===== src/rtl/rle_pkg.sv =====
package rle_pkg;
  typedef enum logic [1:0] {
    ST_LIT = 2'd0,
    ST_CNT = 2'd1,
    ST_RUN = 2'd2
  } rle_state_e;
endpackage


===== src/rtl/rle_esc_detect.sv =====
module rle_esc_detect #(
  parameter int DATA_W = 8
) (
  input  logic [DATA_W-1:0] byte_i,
  output logic              is_esc_o
);
  localparam logic [DATA_W-1:0] ALL_ZERO = '0;
  localparam logic [DATA_W-1:0] ALL_ONE  = '1;

  assign is_esc_o = (byte_i == ALL_ZERO) || (byte_i == ALL_ONE);
endmodule


===== src/rtl/rle_run_counter.sv =====
module rle_run_counter #(
  parameter int DATA_W = 8
) (
  input  logic              clk,
  input  logic              rst,
  input  logic              load_i,
  input  logic [DATA_W-1:0] count_i,
  input  logic              step_i,
  output logic              final_o
);
  localparam logic [DATA_W-1:0] ONE = DATA_W'(1);

  // remaining copies after the one currently held in the output register;
  // count-1 wraps so a count of zero loads the full 2**DATA_W - 1
  logic [DATA_W-1:0] remain_q;

  always_ff @(posedge clk) begin
    if (rst) begin
      remain_q <= '0;
    end else if (load_i) begin
      remain_q <= count_i - ONE;
    end else if (step_i) begin
      remain_q <= remain_q - ONE;
    end
  end

  assign final_o = (remain_q == ONE);
endmodule


===== src/rtl/rle_out_stage.sv =====
module rle_out_stage #(
  parameter int DATA_W = 8
) (
  input  logic              clk,
  input  logic              rst,
  input  logic              load_i,
  input  logic [DATA_W-1:0] data_i,
  input  logic              ready_i,
  output logic              valid_o,
  output logic [DATA_W-1:0] data_o
);
  always_ff @(posedge clk) begin
    if (rst) begin
      valid_o <= 1'b0;
      data_o  <= '0;
    end else if (load_i) begin
      valid_o <= 1'b1;
      data_o  <= data_i;
    end else if (ready_i) begin
      valid_o <= 1'b0;
    end
  end
endmodule


===== src/rtl/rle_expander.sv =====
module rle_expander
  import rle_pkg::*;
#(
  parameter int DATA_W = 8
) (
  input  logic              clk,
  input  logic              rst,
  input  logic              in_valid,
  output logic              in_ready,
  input  logic [DATA_W-1:0] in_data,
  input  logic              in_last,
  output logic              out_valid,
  input  logic              out_ready,
  output logic [DATA_W-1:0] out_data,
  output logic              err_orphan
);
  localparam logic [DATA_W-1:0] CNT_ONE = DATA_W'(1);

  rle_state_e        st, st_nxt;
  logic [DATA_W-1:0] esc_val;
  logic              is_esc;
  logic              take_in;
  logic              slot_free;
  logic              run_final;
  logic              ld_out;
  logic [DATA_W-1:0] ld_data;
  logic              cnt_load;
  logic              cnt_step;

  rle_esc_detect #(.DATA_W(DATA_W)) u_detect (
    .byte_i   (in_data),
    .is_esc_o (is_esc)
  );

  assign slot_free = !out_valid || out_ready;
  assign in_ready  = (st != ST_RUN) && slot_free;
  assign take_in   = in_valid && in_ready;

  always_comb begin
    st_nxt   = st;
    ld_out   = 1'b0;
    ld_data  = in_data;
    cnt_load = 1'b0;
    cnt_step = 1'b0;
    unique case (st)
      ST_LIT: begin
        if (take_in) begin
          if (!is_esc) begin
            ld_out = 1'b1;
          end else if (!in_last) begin
            st_nxt = ST_CNT;
          end
        end
      end
      ST_CNT: begin
        if (take_in) begin
          ld_out   = 1'b1;
          ld_data  = esc_val;
          cnt_load = 1'b1;
          st_nxt   = (in_data == CNT_ONE) ? ST_LIT : ST_RUN;
        end
      end
      ST_RUN: begin
        if (out_ready) begin
          ld_out   = 1'b1;
          ld_data  = esc_val;
          cnt_step = 1'b1;
          if (run_final) st_nxt = ST_LIT;
        end
      end
      default: st_nxt = ST_LIT;
    endcase
  end

  always_ff @(posedge clk) begin
    if (rst) begin
      st         <= ST_LIT;
      esc_val    <= '0;
      err_orphan <= 1'b0;
    end else begin
      st <= st_nxt;
      if (st == ST_LIT && take_in && is_esc) begin
        esc_val <= in_data;
        if (in_last) err_orphan <= 1'b1;
      end
    end
  end

  rle_run_counter #(.DATA_W(DATA_W)) u_counter (
    .clk     (clk),
    .rst     (rst),
    .load_i  (cnt_load),
    .count_i (in_data),
    .step_i  (cnt_step),
    .final_o (run_final)
  );

  rle_out_stage #(.DATA_W(DATA_W)) u_out (
    .clk     (clk),
    .rst     (rst),
    .load_i  (ld_out),
    .data_i  (ld_data),
    .ready_i (out_ready),
    .valid_o (out_valid),
    .data_o  (out_data)
  );
endmodule


===== config.mk =====
export PLATFORM = sky130hd
export DESIGN_NAME = rle_expander
export DESIGN_NICKNAME = d
export VERILOG_FILES = /design/src/rtl/rle_pkg.sv /design/src/rtl/rle_esc_detect.sv /design/src/rtl/rle_run_counter.sv /design/src/rtl/rle_out_stage.sv /design/src/rtl/rle_expander.sv
export SDC_FILE = /design/constraint.sdc
export NUM_CORES = 1
export LEC_CHECK = 0
export BUFFER_PORTS_ARGS = -buffer_cell sky130_fd_sc_hd__buf_2
export CORE_MARGIN = 4
export CORE_UTILIZATION = 45
export CTS_BUF_LIST = sky130_fd_sc_hd__clkbuf_16
export CTS_CLUSTER_DIAMETER = 30
export CTS_CLUSTER_SIZE = 30
export DETAILED_ROUTE_END_ITERATION = 12
export MAX_ROUTING_LAYER = met4
export PLACE_DENSITY = 0.67
export SLEW_MARGIN = 20
export SYNTH_ARGS = -nofsm -noshare
export SYNTH_HDL_FRONTEND = slang
export SYNTH_SLANG_ARGS = --single-unit

===== constraint.sdc =====
create_clock -name clk -period 2.75 [get_ports clk]
set_clock_uncertainty 0.1 [all_clocks]
set_input_delay 0.1375 -clock clk [delete_from_list [all_inputs] [get_ports clk]]
set_output_delay 0.1375 -clock clk [all_outputs]
set_load 0.005 [all_outputs]

# Yosys cells after proc, flatten, opt, wreduce, memory -nomap -nowiden
# Index checks and enable logic that the tools add are counted.
dict set report op_classes {
  mux 22
  n_reduce_logical 13
  n_eq_ne 12
  n_addsub 2
}
# cell count
set op_table {}
lappend op_table {{2-to-1 mux 8 bit} 4}
lappend op_table {{== test 8 x 1 -> 1 bit (second input constant)} 2}
lappend op_table {{one-hot mux 8 bit (2 select lines)} 1}
lappend op_table {{subtractor 8 x 1 -> 8 bit (second input constant)} 2}
lappend op_table {{2-to-1 mux 2 bit} 7}
lappend op_table {{!= test 2 bit (second input constant)} 7}
lappend op_table {{== test 8 bit (second input constant)} 1}
lappend op_table {{logical NOT 8 bit} 1}
lappend op_table {{2-to-1 mux 1 bit} 8}
lappend op_table {{one-hot mux 2 bit (3 select lines)} 1}
lappend op_table {{AND reduction 6 bit} 1}
lappend op_table {{logical AND 1 bit} 4}
lappend op_table {{nonzero test 2 bit} 2}
lappend op_table {{one-hot mux 1 bit (3 select lines)} 1}
lappend op_table {{== test 2 x 1 -> 1 bit (second input constant)} 1}
lappend op_table {{== test 2 bit (second input constant)} 1}
lappend op_table {{logical NOT 2 bit} 1}
lappend op_table {{logical OR 1 bit} 2}
lappend op_table {{AND reduction 2 bit} 1}
lappend op_table {{logical NOT 1 bit} 1}
dict set report word_totals {
  register_bits 28
  wordCells 55
}

# Depth between registers and ports, before layout
# Gate-level depths: netlist of the first run.
dict set report depth {
  depth_word 7
  ltp_mapped 8
}

# Modules after synthesis
# Synthesis of the first run repeated with hierarchy kept, for this count alone.
dict set report unflattened {
  cells_unflattened 176
  area_unflattened_um2 1614.0
}
# mod area_per_inst_um2 n_inst cells_per_inst
set modules_own_cells {}
lappend modules_own_cells {rle_expander 684.4 1 75}
lappend modules_own_cells {rle_run_counter 570.5 1 65}
lappend modules_own_cells {rle_out_stage 321.6 1 30}
lappend modules_own_cells {rle_esc_detect 37.5 1 6}

# Worst setup path after synthesis of the first run
# Ideal clock, no wire load.
dict set report synth_path {
  path_type {register -> register}
  from {register u_counter.remain_q[2]}
  to {register st[0]}
  path_buffers 0
  stages_incl_launch_ff 6
  synth_period_minus_slack_ps 2105
  t_arrival_ps 1925
  required_time_ps 2571
  setup_slack_ps 645
  path_cell_list {dfxtp_1 or4_4 or4b_1 a21o_1 a21o_1 a211oi_2}
}
dict set report synth_via {
  elab_chain_cells 3
}
# item line
set synth_rtl {}
lappend synth_rtl {{start: declaration} rle_run_counter.sv:15} ;# logic [DATA_W-1:0] remain_q;
lappend synth_rtl {{start signal: assignment} rle_run_counter.sv:21} ;# remain_q <= count_i - ONE;
lappend synth_rtl {{start signal: assignment} rle_run_counter.sv:23} ;# remain_q <= remain_q - ONE;
lappend synth_rtl {{== test 8 x 1 -> 1 bit} rle_run_counter.sv:27} ;# assign final_o = (remain_q == ONE);
lappend synth_rtl {{!= test 2 bit (no source line)} n/a}
lappend synth_rtl {{AND reduction 6 bit (no source line)} n/a}
lappend synth_rtl {{end signal: assignment} rle_expander.sv:81} ;# st <= st_nxt;
lappend synth_rtl {{end: declaration} rle_expander.sv:19} ;# rle_state_e st, st_nxt;
# Every way passes these cells.
# A chain may end at the register's enable or synchronous reset.

# Worst setup path in the final report of the first run
dict set report layout_path {
  from {register st[0]}
  to {register esc_val[4]}
}
dict set report layout_via {
  elab_chain_cells 5
  word_cells_on_any_way 6
}
# item line
set layout_rtl {}
lappend layout_rtl {{!= test 2 bit} rle_expander.sv:36} ;# assign in_ready = (st != ST_RUN) && slot_free;
lappend layout_rtl {{logical AND 1 bit} rle_expander.sv:36}
lappend layout_rtl {{logical AND 1 bit} rle_expander.sv:37} ;# assign take_in = in_valid && in_ready;
lappend layout_rtl {{logical AND 1 bit (*) (2 in series)} rle_expander.sv:82} ;# if (st == ST_LIT && take_in && is_esc) begin
lappend layout_rtl {{end signal: assignment} rle_expander.sv:83} ;# esc_val <= in_data;
lappend layout_rtl {{end: declaration} rle_expander.sv:20} ;# logic [DATA_W-1:0] esc_val;
# Every way passes the cells marked *; elsewhere a longest branch is shown, timed or not.

==> summary.md, run 1 <==
| Metric | Value |
|---|---|
| Final Max Tran Viols | `0` |
| Wire length of the first global-routing pass | `6.189 mm` |
| Synthesis Warnings | `0` |
| Data arrival time of the worst path | `2.46 ns` |
| 1st-pass router iterations | `5` |
| Pin count of the biggest net entering global routing | `30` |
| Area added between synthesis and finish | `15.21%` |
| Post-CTS Repair Setup Buffers | `0` |
| Number of resized instances in the post-cts repair step | `0` |
| Commonest non-fill, non-tap cells in the layout | `28 x dfxtp_1, 23 x a21oi_1, 23 x buf_2` |
| Clock-pin slew on the worst setup and hold paths | `0.07 ns` |
| Post-synthesis async set-or-reset flop share | `0%` |
| Ratio of routed vias to standard cells | `5.766` |
| Power density over the cells | `620.8 mW/mm^2` |
| Detail Placement HPWL | `2.777 mm` |
| Startpoint Class | `register` |
| H-tree lvl count | `1` |
| Top-level port count | `24` |
| Worst Setup End Kind | `register` |
| Number of register bits inferred by synthesis | `28` |
| Placeable core region | `0.003363 mm^2` |
| Floorplan row count | `21` |
| Count of flip-flops with a built-in enable after synthesis | `0` |
| Post-synthesis cell count | `189` |
| Synthesized area per cell | `8.355 um^2` |
| VDD IR-drop max | `0.0002315 V` |
| Number of buffers inserted for hold repair after clock tree synthesis | `0` |
| Register-to-register setup slack | `0.38 ns` |
| Leakage power | `0.0007112 uW` |
| Net Count, Synth | `212` |
| Worst Path Required | `2.84 ns` |
| Synthesized-area fraction occupied by xor and xnor cells | `4.992%` |
| Post-synthesis adder-cell area fraction | `7.924%` |
| Last weighted congestion value of the routability-driven placer | `0.9069` |
| Main combinational cell family by area after synthesis | `compound AO/OA/AOI/OAI gates` |
| Hold/Removal Path Class | `primary input to register` |
| Count of distinct cell types in the synthesized netlist | `38` |
| Fin worst setup slack | `0.3761 ns` |
| Transition at the pin with the smallest max-transition slack | `0.7213 ns` |
| Antenna-violating nets left | `0` |
| Mux share of post-synthesis cell area | `1.902%` |
| Proportion of synthesized chip area in sequential cells | `35.50%` |
| Initial antenna violation count | `0` |
| Initial Utilization | `46.95%` |
| Most used flip-flop cell after synthesis | `dfxtp_1` |
| Result of the run | `finished, final reports clean` |
| Netlist area before placement | `0.001579 mm^2` |
| Total Nets Final | `234` |
| DRC marker count from the first detailed-route iteration | `69` |
| Max FO, Critical Path | `10` |
| Root Driver | `clkbuf_16` |
| Clock insertion delay at the later pin of the skew report | `0.26 ns` |
| Fraction of the cycle the final worst path needs | `86.33%` |
| Max-cap violations | `0` |
| CTS tree | `yes` |
| Number of hold violations in the final report | `0` |
| Overall die width | `67.24 um` |
| Share of cells above drive strength 1 | `16.19%` |
| Count of fill cells added during filler insertion | `349` |
| Die outline area | `0.004521 mm^2` |
| Total DRC errors in the routed layout | `0` |
| Vert. Die Dim | `67.24 um` |
| Relative slew margins | `51.92%` |
| Final setup viols | `0` |
| Number of clock buffers inserted by TritonCTS | `3` |
| DP Worst Slack | `0.4357 ns` |
| Basic-gate share of the synthesized area counting and, or, nand and nor cells | `21.24%` |
| Routed wire length | `3.793 mm` |
| FMAX | `421.2 MHz` |
| Period minus WS final | `2.374 ns` |
| Antenna diode count | `0` |
| Complex-gate fraction of the synthesized area | `24.64%` |
| Average wire per cell in the routed design | `14.82 um` |
| Num Clock Sinks | `28` |
| CTS max path bufs | `2` |
| Combined global-route utilization of all metal layers | `18.30%` |
| GR Overflow Total | `0` |
| Unrepaired setup endpoints after global routing | `false` |
| Crit path kind | `register to register` |
| Number of global-route vias before repair | `1,357` |
| Most common library cell in the layout ignoring fill and taps | `dfxtp_1` |
| Via total after detailed routing | `1,476` |
| Setup tns final | `0 ns` |
| Number of buffers added on ports | `23` |
## cells in the mapped netlist, drive strengths merged (3+ instances only)
library cell  number  area share (%)
nand2b             8             3.2
ha                10             7.9
xor2               5             2.8
nor4               4             1.6
inv                7             1.7
nor2              16             3.8
or3                9             3.6
o21ai             12             3.8
clkbuf             8             1.9
a211oi             5             2.7
xnor2              4             2.2
a21oi             23             7.3
a32oi              9             5.0
nand3              3            0.95
mux2i              3             1.9
nand2              9             2.1
dfxtp             28              35
nor3               4             1.3
## kinds of logic after synthesis
logic type,Yosys count
AND/OR/NAND/NOR,63
AO/OA/AOI/OAI,60
flip-flops,28
buffers and inverters,16
adder cells (fa/ha/maj),10
XOR/XNOR,9
multiplexers,3
## layer usage
metal	part of all wire [%]	wire, um	global-route usage, %	up-vias
li1	-	-	-	737
met1	43	1624	22.00	699
met2	51	1946	31.17	36
met3	4.5	169	2.995	4
met4	1.4	53	5.823	0
met5	0	0	-	-
## state kept, by name (all words and copies together), names as in the netlist
signal              count
esc_val                 8
u_counter.remain_q      8
err_orphan              1
u_out.data_o            8
st                      2
u_out.valid_o           1
## worst paths after layout
check,end,cells after the start,start
setup reg to reg,esc_val[4],7,st[0]
setup / recovery,esc_val[4],7,st[0]
hold reg to reg,u_counter.remain_q[5],2,u_counter.remain_q[5]
hold / removal,err_orphan,3,in_last
## layout make-up
class	instances	area [um^2]	area share [%]
inverter	7	26.28	1.444
tap	46	57.56	3.164
multi-input combinational	145	958.4	52.68
timing repair buffer	26	137.6	7.565
clock buffer	3	75.07	4.127
sequential	28	560.5	30.81
clock inverter	1	3.754	0.2063
## worst max-delay path, cell delays in order (launching register included)
cell	delay, ns
dfxtp_1	0.36
inv_1	0.10
ha_1	0.31
nor2b_1	0.34
and3_1	0.24
a21boi_2	0.39
nand2_1	0.26
a21oi_1	0.19
## metrics by stage
step	util, %	cell area, um^2	total power (uW)	std cells	hold WS (ns)
after floorplan	-	1579	705.0	189	0.1331
after global placement	51.75	1740	796.6	252	0.2981
after detailed placement	51.75	1740	808.9	252	0.3103
after CTS	54.09	1819	1141	256	0.03954
after global routing	54.09	1819	1204	256	0.05437
final	54.09	1819	1129	256	0.02821
## power breakdown
part / switching (uW) / internal (uW)
sequential: 30.4 / 448
clock: 133 / 195
combinational: 182 / 141
total: 346 / 784
Note: power is estimated with default switching activity, not from simulation.
==> run 2: changes to the inputs <==
==> constraint.sdc (replaced) <==
create_clock -name clk -period 2.85 [get_ports clk]
set_clock_uncertainty 0.1 [all_clocks]
set_input_delay 0.1425 -clock clk [delete_from_list [all_inputs] [get_ports clk]]
set_output_delay 0.1425 -clock clk [all_outputs]
set_load 0.005 [all_outputs]
==> run 2 against run 1 <==
Effect of this change: utilization up 0.78 points; critical path type unchanged; cell area up 1.4%; worst setup slack better by 0.11 ns; clock-buffer cell count unchanged; non-clock buffer count unchanged; largest cell class unchanged; routed wire length up 6.9%; maximum frequency up 0.39%; global-route usage up 1.6 points.
==> summary.md, run 2 (synthesis results as in run 1) <==
| Metric | Value |
|---|---|
| Result of the run | `finished, final reports clean` |
| Setup tns final | `0 ns` |
| CTS tree | `yes` |
| Clock-pin slew on the worst setup and hold paths | `0.07 ns` |
| Post-CTS Repair Setup Buffers | `0` |
| Initial Utilization | `46.95%` |
| Transition at the pin with the smallest max-transition slack | `0.7582 ns` |
| Commonest non-fill, non-tap cells in the layout | `28 x dfxtp_1, 23 x a21oi_1, 23 x buf_2` |
| Number of buffers inserted for hold repair after clock tree synthesis | `0` |
| Last weighted congestion value of the routability-driven placer | `0.8485` |
| # placed instances | `252` |
| Number of hold violations in the final report | `0` |
| Max FO, Critical Path | `10` |
| Worst Path Required | `2.95 ns` |
| Fin worst setup slack | `0.4852 ns` |
| GR Util met3 | `3.494%` |
| Initial antenna violation count | `0` |
| M2 GR Usage | `33.87%` |
| Fraction of the cycle the final worst path needs | `82.98%` |
| Data arrival time of the worst path | `2.46 ns` |
| Floorplan row count | `21` |
| Max-cap violations | `0` |
| Number of clock buffers inserted by TritonCTS | `3` |
| Vert. Die Dim | `67.24 um` |
| Count of fill cells added during filler insertion | `347` |
| Ratio of routed vias to standard cells | `5.910` |
| Area after detailed placement | `0.001740 mm^2` |
| Pin count of the biggest net entering global routing | `30` |
| Relative slew margins | `49.45%` |
| Number of resized instances in the post-cts repair step | `0` |
| Power density over the cells | `652.1 mW/mm^2` |
| 1st-pass router iterations | `4` |
| Leakage power | `0.0007238 uW` |
| Final non-filler cell total | `256` |
| Wire length of the first global-routing pass | `6.693 mm` |
| Placeable core region | `0.003363 mm^2` |
| Top-level port count | `24` |
| Routed wire length | `4.056 mm` |
| Share of cells above drive strength 1 | `16.67%` |
| Antenna diode count | `0` |
| FMAX | `422.9 MHz` |
| VDD IR-drop max | `0.0002288 V` |
| Area added between synthesis and finish | `16.88%` |
| Combined global-route utilization of all metal layers | `19.86%` |
| Total Nets Final | `234` |
| Hold/Removal Path Class | `primary input to register` |
| Final setup viols | `0` |
| CTS max path bufs | `2` |
| Layer carrying the most global-route usage | `met2` |
| Clock insertion delay at the later pin of the skew report | `0.27 ns` |
| Crit path kind | `register to register` |
| DP Worst Slack | `0.5244 ns` |
| Number of buffers added on ports | `23` |
| Overall die width | `67.24 um` |
| H-tree lvl count | `1` |
| Antenna-violating nets left | `0` |
| Post-route cell area | `0.001846 mm^2` |
| Average wire per cell in the routed design | `15.84 um` |
| Startpoint Class | `register` |
| Most common library cell in the layout ignoring fill and taps | `dfxtp_1` |
| Root Driver | `clkbuf_16` |
| Via total after detailed routing | `1,513` |
| Worst Setup End Kind | `register` |
| GR Layer Usage met1 | `23.26%` |
| Regs by FF count | `esc_val (8), u_counter.remain_q (8), u_out.data_o (8)` |
| DRC marker count from the first detailed-route iteration | `51` |
| Die outline area | `0.004521 mm^2` |
| Detail Placement HPWL | `2.821 mm` |
| Number of global-route vias before repair | `1,414` |
| Period minus WS final | `2.365 ns` |
| Final Max Tran Viols | `0` |
| GR Overflow Total | `0` |
| Total DRC errors in the routed layout | `0` |
| Unrepaired setup endpoints after global routing | `false` |
| Num Clock Sinks | `28` |
run 2: stage by stage:
step	utilization (%)	total power [uW]	hold WS (ns)
detailed placement	51.75	781.7	0.3116
finish	54.87	1204	0.03300
CTS	54.87	1207	0.03691
global placement	51.75	769.8	0.3045
global route	54.87	1270	0.05458
floorplan	-	680.3	0.1381
run 2: per-layer routing:
metal	vias to the layer above	routed length, um
li1	739	-
met1	723	1694
met2	47	2127
met3	4	191
met4	0	44
met5	-	0
run 2: final cells by class:
type,count,area (um^2),share of cell area [%]
clock inverter,1,30.03,1.627
timing repair buffer,26,137.6,7.458
clock buffer,3,75.07,4.068
sequential,28,560.5,30.37
tap,46,57.56,3.119
inverter,7,26.28,1.424
multi-input combinational,145,958.4,51.93
run 2: worst paths after layout:
path / startpoint / endpoint / slack [ns] / depth (start not counted)
worst max-delay path: st[0] / esc_val[5] / 0.49 / 7
worst min register to register: err_orphan / err_orphan / 0.37 / 2
worst max register to register: st[0] / esc_val[5] / 0.49 / 7
worst min-delay path: in_last / err_orphan / 0.03 / 3
run 2: power by group:
group | internal (uW) | total, uW | leakage, uW | switching, uW
logic | 136 | 316 | 0.000445 | 180
clock network | 280 | 424 | 0.0000511 | 144
registers | 432 | 464 | 0.000227 | 31.8
run 2: critical path, stage by stage (launching register included):
cell and delay [ns]:
dfxtp_1 0.39, inv_1 0.10, ha_1 0.30, nor2b_1 0.32, and3_1 0.24, a21boi_2 0.41, nand2_1 0.26, a21oi_1 0.18
